<file path="src/rtl/npc_pkg.sv">
package npc_pkg;

  // Operation codes presented by the decoder
  typedef enum logic [3:0] {
    OP_SEQ    = 4'd0,
    OP_BEQ    = 4'd1,
    OP_BNE    = 4'd2,
    OP_BLEZ   = 4'd3,
    OP_BGTZ   = 4'd4,
    OP_BLTZ   = 4'd5,
    OP_BGEZ   = 4'd6,
    OP_BLTZL  = 4'd7,
    OP_BGEZL  = 4'd8,
    OP_JABS   = 4'd9,
    OP_JABSL  = 4'd10,
    OP_JREG   = 4'd11,
    OP_JREGL  = 4'd12
  } flowOp_e;

  // Strobes from control to datapath
  typedef struct packed {
    logic selEq;
    logic selNe;
    logic selLez;
    logic selGtz;
    logic selLtz;
    logic selGez;
    logic isBranch;
    logic isJump;
    logic isJumpReg;
    logic linkAlways;
    logic linkOnCond;
  } flowStrobe_t;

endpackage

</file>
<file path="src/rtl/flow_ctrl.sv">
module flow_ctrl
  import npc_pkg::*;
(
  input  logic        clk,
  input  logic        rstN,
  input  logic [3:0]  opCode,
  output flowStrobe_t strobe
);

  always_comb begin
    strobe = '0;
    case (flowOp_e'(opCode))
      OP_BEQ:   begin strobe.isBranch = 1'b1; strobe.selEq  = 1'b1; end
      OP_BNE:   begin strobe.isBranch = 1'b1; strobe.selNe  = 1'b1; end
      OP_BLEZ:  begin strobe.isBranch = 1'b1; strobe.selLez = 1'b1; end
      OP_BGTZ:  begin strobe.isBranch = 1'b1; strobe.selGtz = 1'b1; end
      OP_BLTZ:  begin strobe.isBranch = 1'b1; strobe.selLtz = 1'b1; end
      OP_BGEZ:  begin strobe.isBranch = 1'b1; strobe.selGez = 1'b1; end
      OP_BLTZL: begin
        strobe.isBranch   = 1'b1;
        strobe.selLtz     = 1'b1;
        strobe.linkOnCond = 1'b1;
      end
      OP_BGEZL: begin
        strobe.isBranch   = 1'b1;
        strobe.selGez     = 1'b1;
        strobe.linkOnCond = 1'b1;
      end
      OP_JABS:  strobe.isJump = 1'b1;
      OP_JABSL: begin strobe.isJump = 1'b1; strobe.linkAlways = 1'b1; end
      OP_JREG:  strobe.isJumpReg = 1'b1;
      OP_JREGL: begin strobe.isJumpReg = 1'b1; strobe.linkAlways = 1'b1; end
      default:  strobe = '0;  // sequential flow
    endcase
  end

  // a branch selects exactly one condition, anything else none
  cond_sel_onehot_chk: assert property (@(posedge clk) disable iff (!rstN)
    strobe.isBranch |-> $onehot({strobe.selEq, strobe.selNe, strobe.selLez,
                                 strobe.selGtz, strobe.selLtz, strobe.selGez}))
    else $error("condition select not one-hot on branch");


  cond_sel_idle_chk: assert property (@(posedge clk) disable iff (!rstN)
    !strobe.isBranch |-> ({strobe.selEq, strobe.selNe, strobe.selLez,
                           strobe.selGtz, strobe.selLtz, strobe.selGez} == 6'b0)
                         && !strobe.linkOnCond)
    else $error("condition select active without branch");

  // at most one flow kind per operation
  flow_kind_chk: assert property (@(posedge clk) disable iff (!rstN)
    $onehot0({strobe.isBranch, strobe.isJump, strobe.isJumpReg}))
    else $error("multiple flow kinds");

endmodule

</file>
<file path="src/rtl/flow_cond.sv">
module flow_cond
  import npc_pkg::*;
#(
  parameter int DATA_W = 32
) (
  input  logic [DATA_W-1:0] rsVal,
  input  logic [DATA_W-1:0] rtVal,
  input  flowStrobe_t       strobe,
  output logic              condMet
);

  logic opsEqual;
  logic rsNeg;
  logic rsZero;
  logic rsNotPos;

  assign opsEqual = (rsVal == rtVal);
  assign rsNeg    = rsVal[DATA_W-1];
  assign rsZero   = (rsVal == '0);
  assign rsNotPos = rsNeg | rsZero;

  always_comb begin
    condMet = (strobe.selEq  &  opsEqual)
            | (strobe.selNe  & ~opsEqual)
            | (strobe.selLez &  rsNotPos)
            | (strobe.selGtz & ~rsNotPos)
            | (strobe.selLtz &  rsNeg)
            | (strobe.selGez & ~rsNeg);
  end

endmodule

</file>
<file path="src/rtl/flow_dp.sv">
module flow_dp
  import npc_pkg::*;
#(
  parameter int ADDR_W    = 32,
  parameter int OFF_W     = 16,
  parameter int TGT_W     = 26,
  parameter int REG_IDX_W = 5,
  parameter int LINK_REG  = 31,
  parameter int INSN_BYTES = 4
) (
  input  logic                 clk,
  input  logic                 rstN,
  input  logic [ADDR_W-1:0]    pcIn,
  input  logic [OFF_W-1:0]     offset,
  input  logic [TGT_W-1:0]     target,
  input  logic [ADDR_W-1:0]    rsVal,
  input  logic [ADDR_W-1:0]    rtVal,
  input  flowStrobe_t          strobe,
  output logic [ADDR_W-1:0]    nextPc,
  output logic                 taken,
  output logic                 linkWe,
  output logic [REG_IDX_W-1:0] linkDest,
  output logic [ADDR_W-1:0]    linkVal
);

  localparam int SHIFT_W  = $clog2(INSN_BYTES);
  localparam int UPPER_W  = ADDR_W - TGT_W - SHIFT_W;
  localparam logic [ADDR_W-1:0] STEP     = ADDR_W'(INSN_BYTES);
  localparam logic [ADDR_W-1:0] STEP2    = ADDR_W'(2 * INSN_BYTES);
  localparam logic [REG_IDX_W-1:0] LINK_IDX = REG_IDX_W'(LINK_REG);

  logic [ADDR_W-1:0] seqPc;
  logic [ADDR_W-1:0] offExt;
  logic [ADDR_W-1:0] branchTgt;
  logic [ADDR_W-1:0] jumpTgt;
  logic [ADDR_W-1:0] pickTgt;
  logic              condMet;
  logic              takeNow;
  logic              linkNow;
  logic              warm;

  flow_cond #(.DATA_W(ADDR_W)) uCond (
    .rsVal  (rsVal),
    .rtVal  (rtVal),
    .strobe (strobe),
    .condMet(condMet)
  );

  assign seqPc     = pcIn + STEP;
  assign offExt    = {{(ADDR_W-OFF_W){offset[OFF_W-1]}}, offset};
  assign branchTgt = seqPc + (offExt << SHIFT_W);

  generate
    if (UPPER_W > 0) begin : gUpper
      assign jumpTgt = {seqPc[ADDR_W-1 -: UPPER_W], target, {SHIFT_W{1'b0}}};
    end else begin : gNoUpper
      assign jumpTgt = ADDR_W'({target, {SHIFT_W{1'b0}}});
    end
  endgenerate

  always_comb begin
    if (strobe.isJumpReg)   pickTgt = rsVal;
    else if (strobe.isJump) pickTgt = jumpTgt;
    else                    pickTgt = branchTgt;
  end

  assign takeNow = strobe.isJump | strobe.isJumpReg | (strobe.isBranch & condMet);
  assign linkNow = strobe.linkAlways | (strobe.linkOnCond & condMet);

  always_ff @(posedge clk) begin
    if (!rstN) begin
      nextPc   <= '0;
      taken    <= 1'b0;
      linkWe   <= 1'b0;
      linkDest <= '0;
      linkVal  <= '0;
      warm     <= 1'b0;
    end else begin
      nextPc   <= takeNow ? pickTgt : seqPc;
      taken    <= takeNow;
      linkWe   <= linkNow;
      linkDest <= linkNow ? LINK_IDX : '0;
      linkVal  <= linkNow ? pcIn + STEP2 : '0;
      warm     <= 1'b1;
    end
  end


  seq_pc_chk: assert property (@(posedge clk) disable iff (!rstN)
    (warm && !taken) |-> (nextPc == $past(pcIn) + STEP))
    else $error("sequential next pc wrong");


  link_val_chk: assert property (@(posedge clk) disable iff (!rstN)
    (warm && linkWe) |-> (linkVal == $past(pcIn) + STEP2 && linkDest == LINK_IDX))
    else $error("link value or destination wrong");


  link_taken_chk: assert property (@(posedge clk) disable iff (!rstN)
    linkWe |-> taken)
    else $error("link without taken flow");


  jr_target_chk: assert property (@(posedge clk) disable iff (!rstN)
    (warm && $past(strobe.isJumpReg)) |-> (taken && nextPc == $past(rsVal)))
    else $error("register jump target wrong");

endmodule

</file>
<file path="src/rtl/flow_npc_unit.sv">
module flow_npc_unit
  import npc_pkg::*;
#(
  parameter int ADDR_W    = 32,
  parameter int OFF_W     = 16,
  parameter int TGT_W     = 26,
  parameter int REG_IDX_W = 5,
  parameter int LINK_REG  = 31
) (
  input  logic                 clk,
  input  logic                 rstN,
  input  logic [ADDR_W-1:0]    pcIn,
  input  logic [3:0]           opCode,
  input  logic [OFF_W-1:0]     offset,
  input  logic [TGT_W-1:0]     target,
  input  logic [ADDR_W-1:0]    rsVal,
  input  logic [ADDR_W-1:0]    rtVal,
  output logic [ADDR_W-1:0]    nextPc,
  output logic                 taken,
  output logic                 linkWe,
  output logic [REG_IDX_W-1:0] linkDest,
  output logic [ADDR_W-1:0]    linkVal
);

  flowStrobe_t strobe;

  flow_ctrl uCtrl (
    .clk   (clk),
    .rstN  (rstN),
    .opCode(opCode),
    .strobe(strobe)
  );

  flow_dp #(
    .ADDR_W   (ADDR_W),
    .OFF_W    (OFF_W),
    .TGT_W    (TGT_W),
    .REG_IDX_W(REG_IDX_W),
    .LINK_REG (LINK_REG),
    .INSN_BYTES(4)
  ) uDp (
    .clk     (clk),
    .rstN    (rstN),
    .pcIn    (pcIn),
    .offset  (offset),
    .target  (target),
    .rsVal   (rsVal),
    .rtVal   (rtVal),
    .strobe  (strobe),
    .nextPc  (nextPc),
    .taken   (taken),
    .linkWe  (linkWe),
    .linkDest(linkDest),
    .linkVal (linkVal)
  );

endmodule

</file>
<file path="config.mk">
export PLATFORM = sky130hd
export DESIGN_NAME = flow_npc_unit
export DESIGN_NICKNAME = d
export VERILOG_FILES = /design/src/rtl/npc_pkg.sv /design/src/rtl/flow_ctrl.sv /design/src/rtl/flow_cond.sv /design/src/rtl/flow_dp.sv /design/src/rtl/flow_npc_unit.sv
export SDC_FILE = /design/constraint.sdc
export NUM_CORES = 1
export LEC_CHECK = 0
export BUFFER_PORTS_ARGS = -buffer_cell sky130_fd_sc_hd__buf_2
export CORE_AREA = 2 2 135 104
export DETAILED_ROUTE_END_ITERATION = 16
export DIE_AREA = 0 0 137 106
export GPL_TIMING_DRIVEN = 0
export PLACE_DENSITY_LB_ADDON = 0.08
export RECOVER_POWER = 100
export SYNTH_ARGS = -nofsm -noshare
export SYNTH_HDL_FRONTEND = slang
export SYNTH_SLANG_ARGS = --single-unit
</file>
<file path="constraint.sdc">
create_clock -name clk -period 3.44 [get_ports clk]
set_input_delay 0.344 -clock clk [delete_from_list [all_inputs] [get_ports clk]]
set_output_delay 0.344 -clock clk [all_outputs]
set_load 0.005 [all_outputs]
</file>
==> metrics.yaml <==
synthesis:
  synth_edf_count: 0
  syn_inst: 702
  seq_area_frac_synth: 0.244
  syn-num-nets: 884
  syn_area_sq_um: 5420
  ys_ff_latch: 66
  netlist-cell-type-count: 64
  yosys_warnings: 0
  avgSynthCellArea_sq_um: 7.72
  yosys_most_used_dff: "dfxtp_1"
  postSynth.asyncResetShare: 0
  synth.area.top_cells: "dfxtp_1, xnor2_1, ha_1"
  synth_top_area_frac: 0.244
  yosys.area.top_type: "dfxtp_1"
pwr:
  p_total_uw: 2640
  powerDensity_nw_per_um2: 351
  ir_worst_vdd_mv: 0.251
  p_leak_uw: 0.00324
clocking:
  cts_buffer_depth: 2
  cts_tree: "done"
  cts_root_buf: "clkbuf_16"
  path_clk_slew_ns: 0.06
  numCtsBuffers: 9
  ctsHoldBuffers: 0
  htreeDepth: 3
  cts_sinks: 66
timing:
  slew_headroom: 0.465
  setup_tns_ns: 0
  final.setup.worst_slack_ns: 0.0216
  fin_crit_ns: 3.42
  slew_violations: 0
  period_share: 0.994
  setup_viol_count_final: 0
  tightestPinTransition_ns: 0.797
  fmax_mhz: 293
  hold_viol_final: 0
global_routing:
  gr-total-overflow: 0
  antenna_found_initial: 0
  grt_use_total: 0.276
  grt_max_degree: 22
  grt_pass1_wl_mm: 30.6
  grt_pass1_vias: 5713
floorplan:
  core_sq_um: 13300
  initial_core_util: 0.406
  dieWidth_um: 137
  row_count: 37
  die_h_um: 106
  dieArea_sq_um: 14500
  pin_count: 215
drt:
  avgRoutedWirePerCell_um: 19.0
  drcViolationCount: 0
  vias: 6233
  avgViaCountPerCell: 5.60
  wirelength_mm: 21.2
  drt_first_pass_iters: 5
  ant_nets: 0
  drt-initial-drc-count: 457
worst_setup_path:
  worstPathArrival_ns: 3.64
  startpoint_type: "input port"
  critical_path_class: "input port to flip-flop"
  crit_start: "pcIn[13]"
  crit_fanout: 5
  worstPathRequired_ns: 3.66
  crit_path_end_kind: "flip-flop"
place:
  io_buffers: 202
  dp_hpwl_mm: 16.8
  gp_congestion: 0.938
  preCtsSetupSlack_ns: -0.805
run:
  drv_cap: 0
cells_and_area:
  final_util: 0.565
  nNetsFinal: 1117
  final_layout_size_suffix_gt1_frac: 0.312
  antenna_cells: 0
  syn_to_final_growth_pct: 39.0
hold_path:
  hold_path_class: "input port to flip-flop"
  min-delay-start: "pcIn[3]"
run_status:
  status: "complete, no violations"
## critical path, stage by stage
cell      delay (ns)
clkbuf_4        0.16
nand4_1         0.16
nor4_4          0.30
buf_4           0.19
nand4_1         0.17
xnor2_2         0.25
ha_1            0.30
a21o_1          0.23
a21o_1          0.19
a221o_1         0.39
a31oi_4         0.24
o21ai_1         0.13
xnor2_1         0.19
nor2_1          0.06
o31ai_1         0.33
## Yosys cell counts, drive strengths merged, types with 9 or more instances
cell and n:
nor4 11, clkbuf 27, inv 11, nand4 24
ha 37, nand3 29, nand2 84, a211oi 11
a21o 16, buf 15, dfxtp 66, o21ai 31
nor2 69, a21oi 42, xor2 31, o211ai 20
nor3 9, xnor2 79
## final timing paths
kind | to | slack [ns] | depth (start not counted)
max | uDp.nextPc[24] | 0.02 | 15
min | uDp.linkVal[3] | 0.24 | 2
## timing repair
item,CTS,global route
resized for setup,31,76
pin swaps,7,38
setup endpoints to repair,14,15
hold endpoints to repair,0,0
setup buffers,5,17
## logic make-up (layout without fill, tap and decap cells)
logic type / count (synthesis) / in the layout / synth area share
muxes: 2 / 2 / 0.00369
and+or+nand+nor: 262 / 262 / 0.230
DFF: 66 / 66 / 0.244
xor gates and xnor gates: 110 / 110 / 0.178
AOI/OAI and AO/OA: 171 / 171 / 0.213
buffers and inverters: 53 / 290 / 0.0425
adders and majority gates: 38 / 38 / 0.0891
## report_power, final
group	total [uW]	switching [uW]	leakage [uW]	internal [uW]
logic	950	537	0.00257	413
registers	838	15.6	0.000543	823
clock network	853	350	0.000128	503
total	2640	903	0.00324	1740
## placed cells by master (no fill, tap or decap), types with 5 or more instances in the layout
| cell type | count |
|---|---|
| o21ai_1 | 8 |
| buf_2 | 172 |
| nand4_1 | 24 |
| nand2b_1 | 8 |
| o21bai_1 | 8 |
| o221ai_1 | 5 |
| a21oi_2 | 5 |
| nand2_2 | 5 |
| nor4_1 | 10 |
| o22ai_1 | 6 |
| inv_1 | 11 |
| xnor2_1 | 67 |
| o211ai_1 | 20 |
| clkbuf_1 | 49 |
| nand2_1 | 79 |
| a21oi_1 | 37 |
| nor2_4 | 6 |
| clkbuf_4 | 12 |
| buf_4 | 25 |
| o21ai_0 | 17 |
| clkbuf_16 | 9 |
| nand3_1 | 25 |
| nor3_1 | 7 |
| xnor2_2 | 11 |
| nor2_1 | 59 |
| ha_1 | 27 |
| dfxtp_1 | 66 |
| ha_4 | 8 |
| and3_1 | 7 |
| a21o_1 | 16 |
| a211oi_1 | 8 |
| or3_1 | 5 |
| xor2_1 | 29 |
## registers in the layout, summed over array words and instances (netlist names)
name          flops
uDp.linkVal      32
uDp.nextPc       32
uDp.linkDest      1
uDp.taken         1
## through the flow
stage | instances | instance area (sq um) | hold WS, ns
detailed placement | 1079 | 6660 | 0.613
floorplan | 702 | 5430 | 0.416
CTS | 1098 | 7100 | 0.253
finish | 1114 | 7530 | 0.236
global route | 1114 | 7530 | 0.244
global placement | 1079 | 6660 | 0.601
## layout make-up
type                            instances  area, sq um
Buffer                                 40          199
Clock buffer                           11          243
Clock inverter                          4         28.8
Fill cell                            1321         5800
Inverter                               11         41.3
Multi-Input combinational cell        583         4330
Sequential cell                        66         1320
Tap cell                              175          219
Timing Repair Buffer                  224         1160
## routing by layer
| layer | vias to the layer above | wire length, um | GRT usage |
|---|---|---|---|
| met1 | 2968 | 9710 | 0.392 |
| met5 | - | 0 | 0 |
| met2 | 248 | 9540 | 0.425 |
| met3 | 51 | 1390 | 0.0434 |
| li1 | 2966 | - | - |
| met4 | 0 | 575 | 0.0906 |
Note: power is estimated with default switching activity, not from simulation.
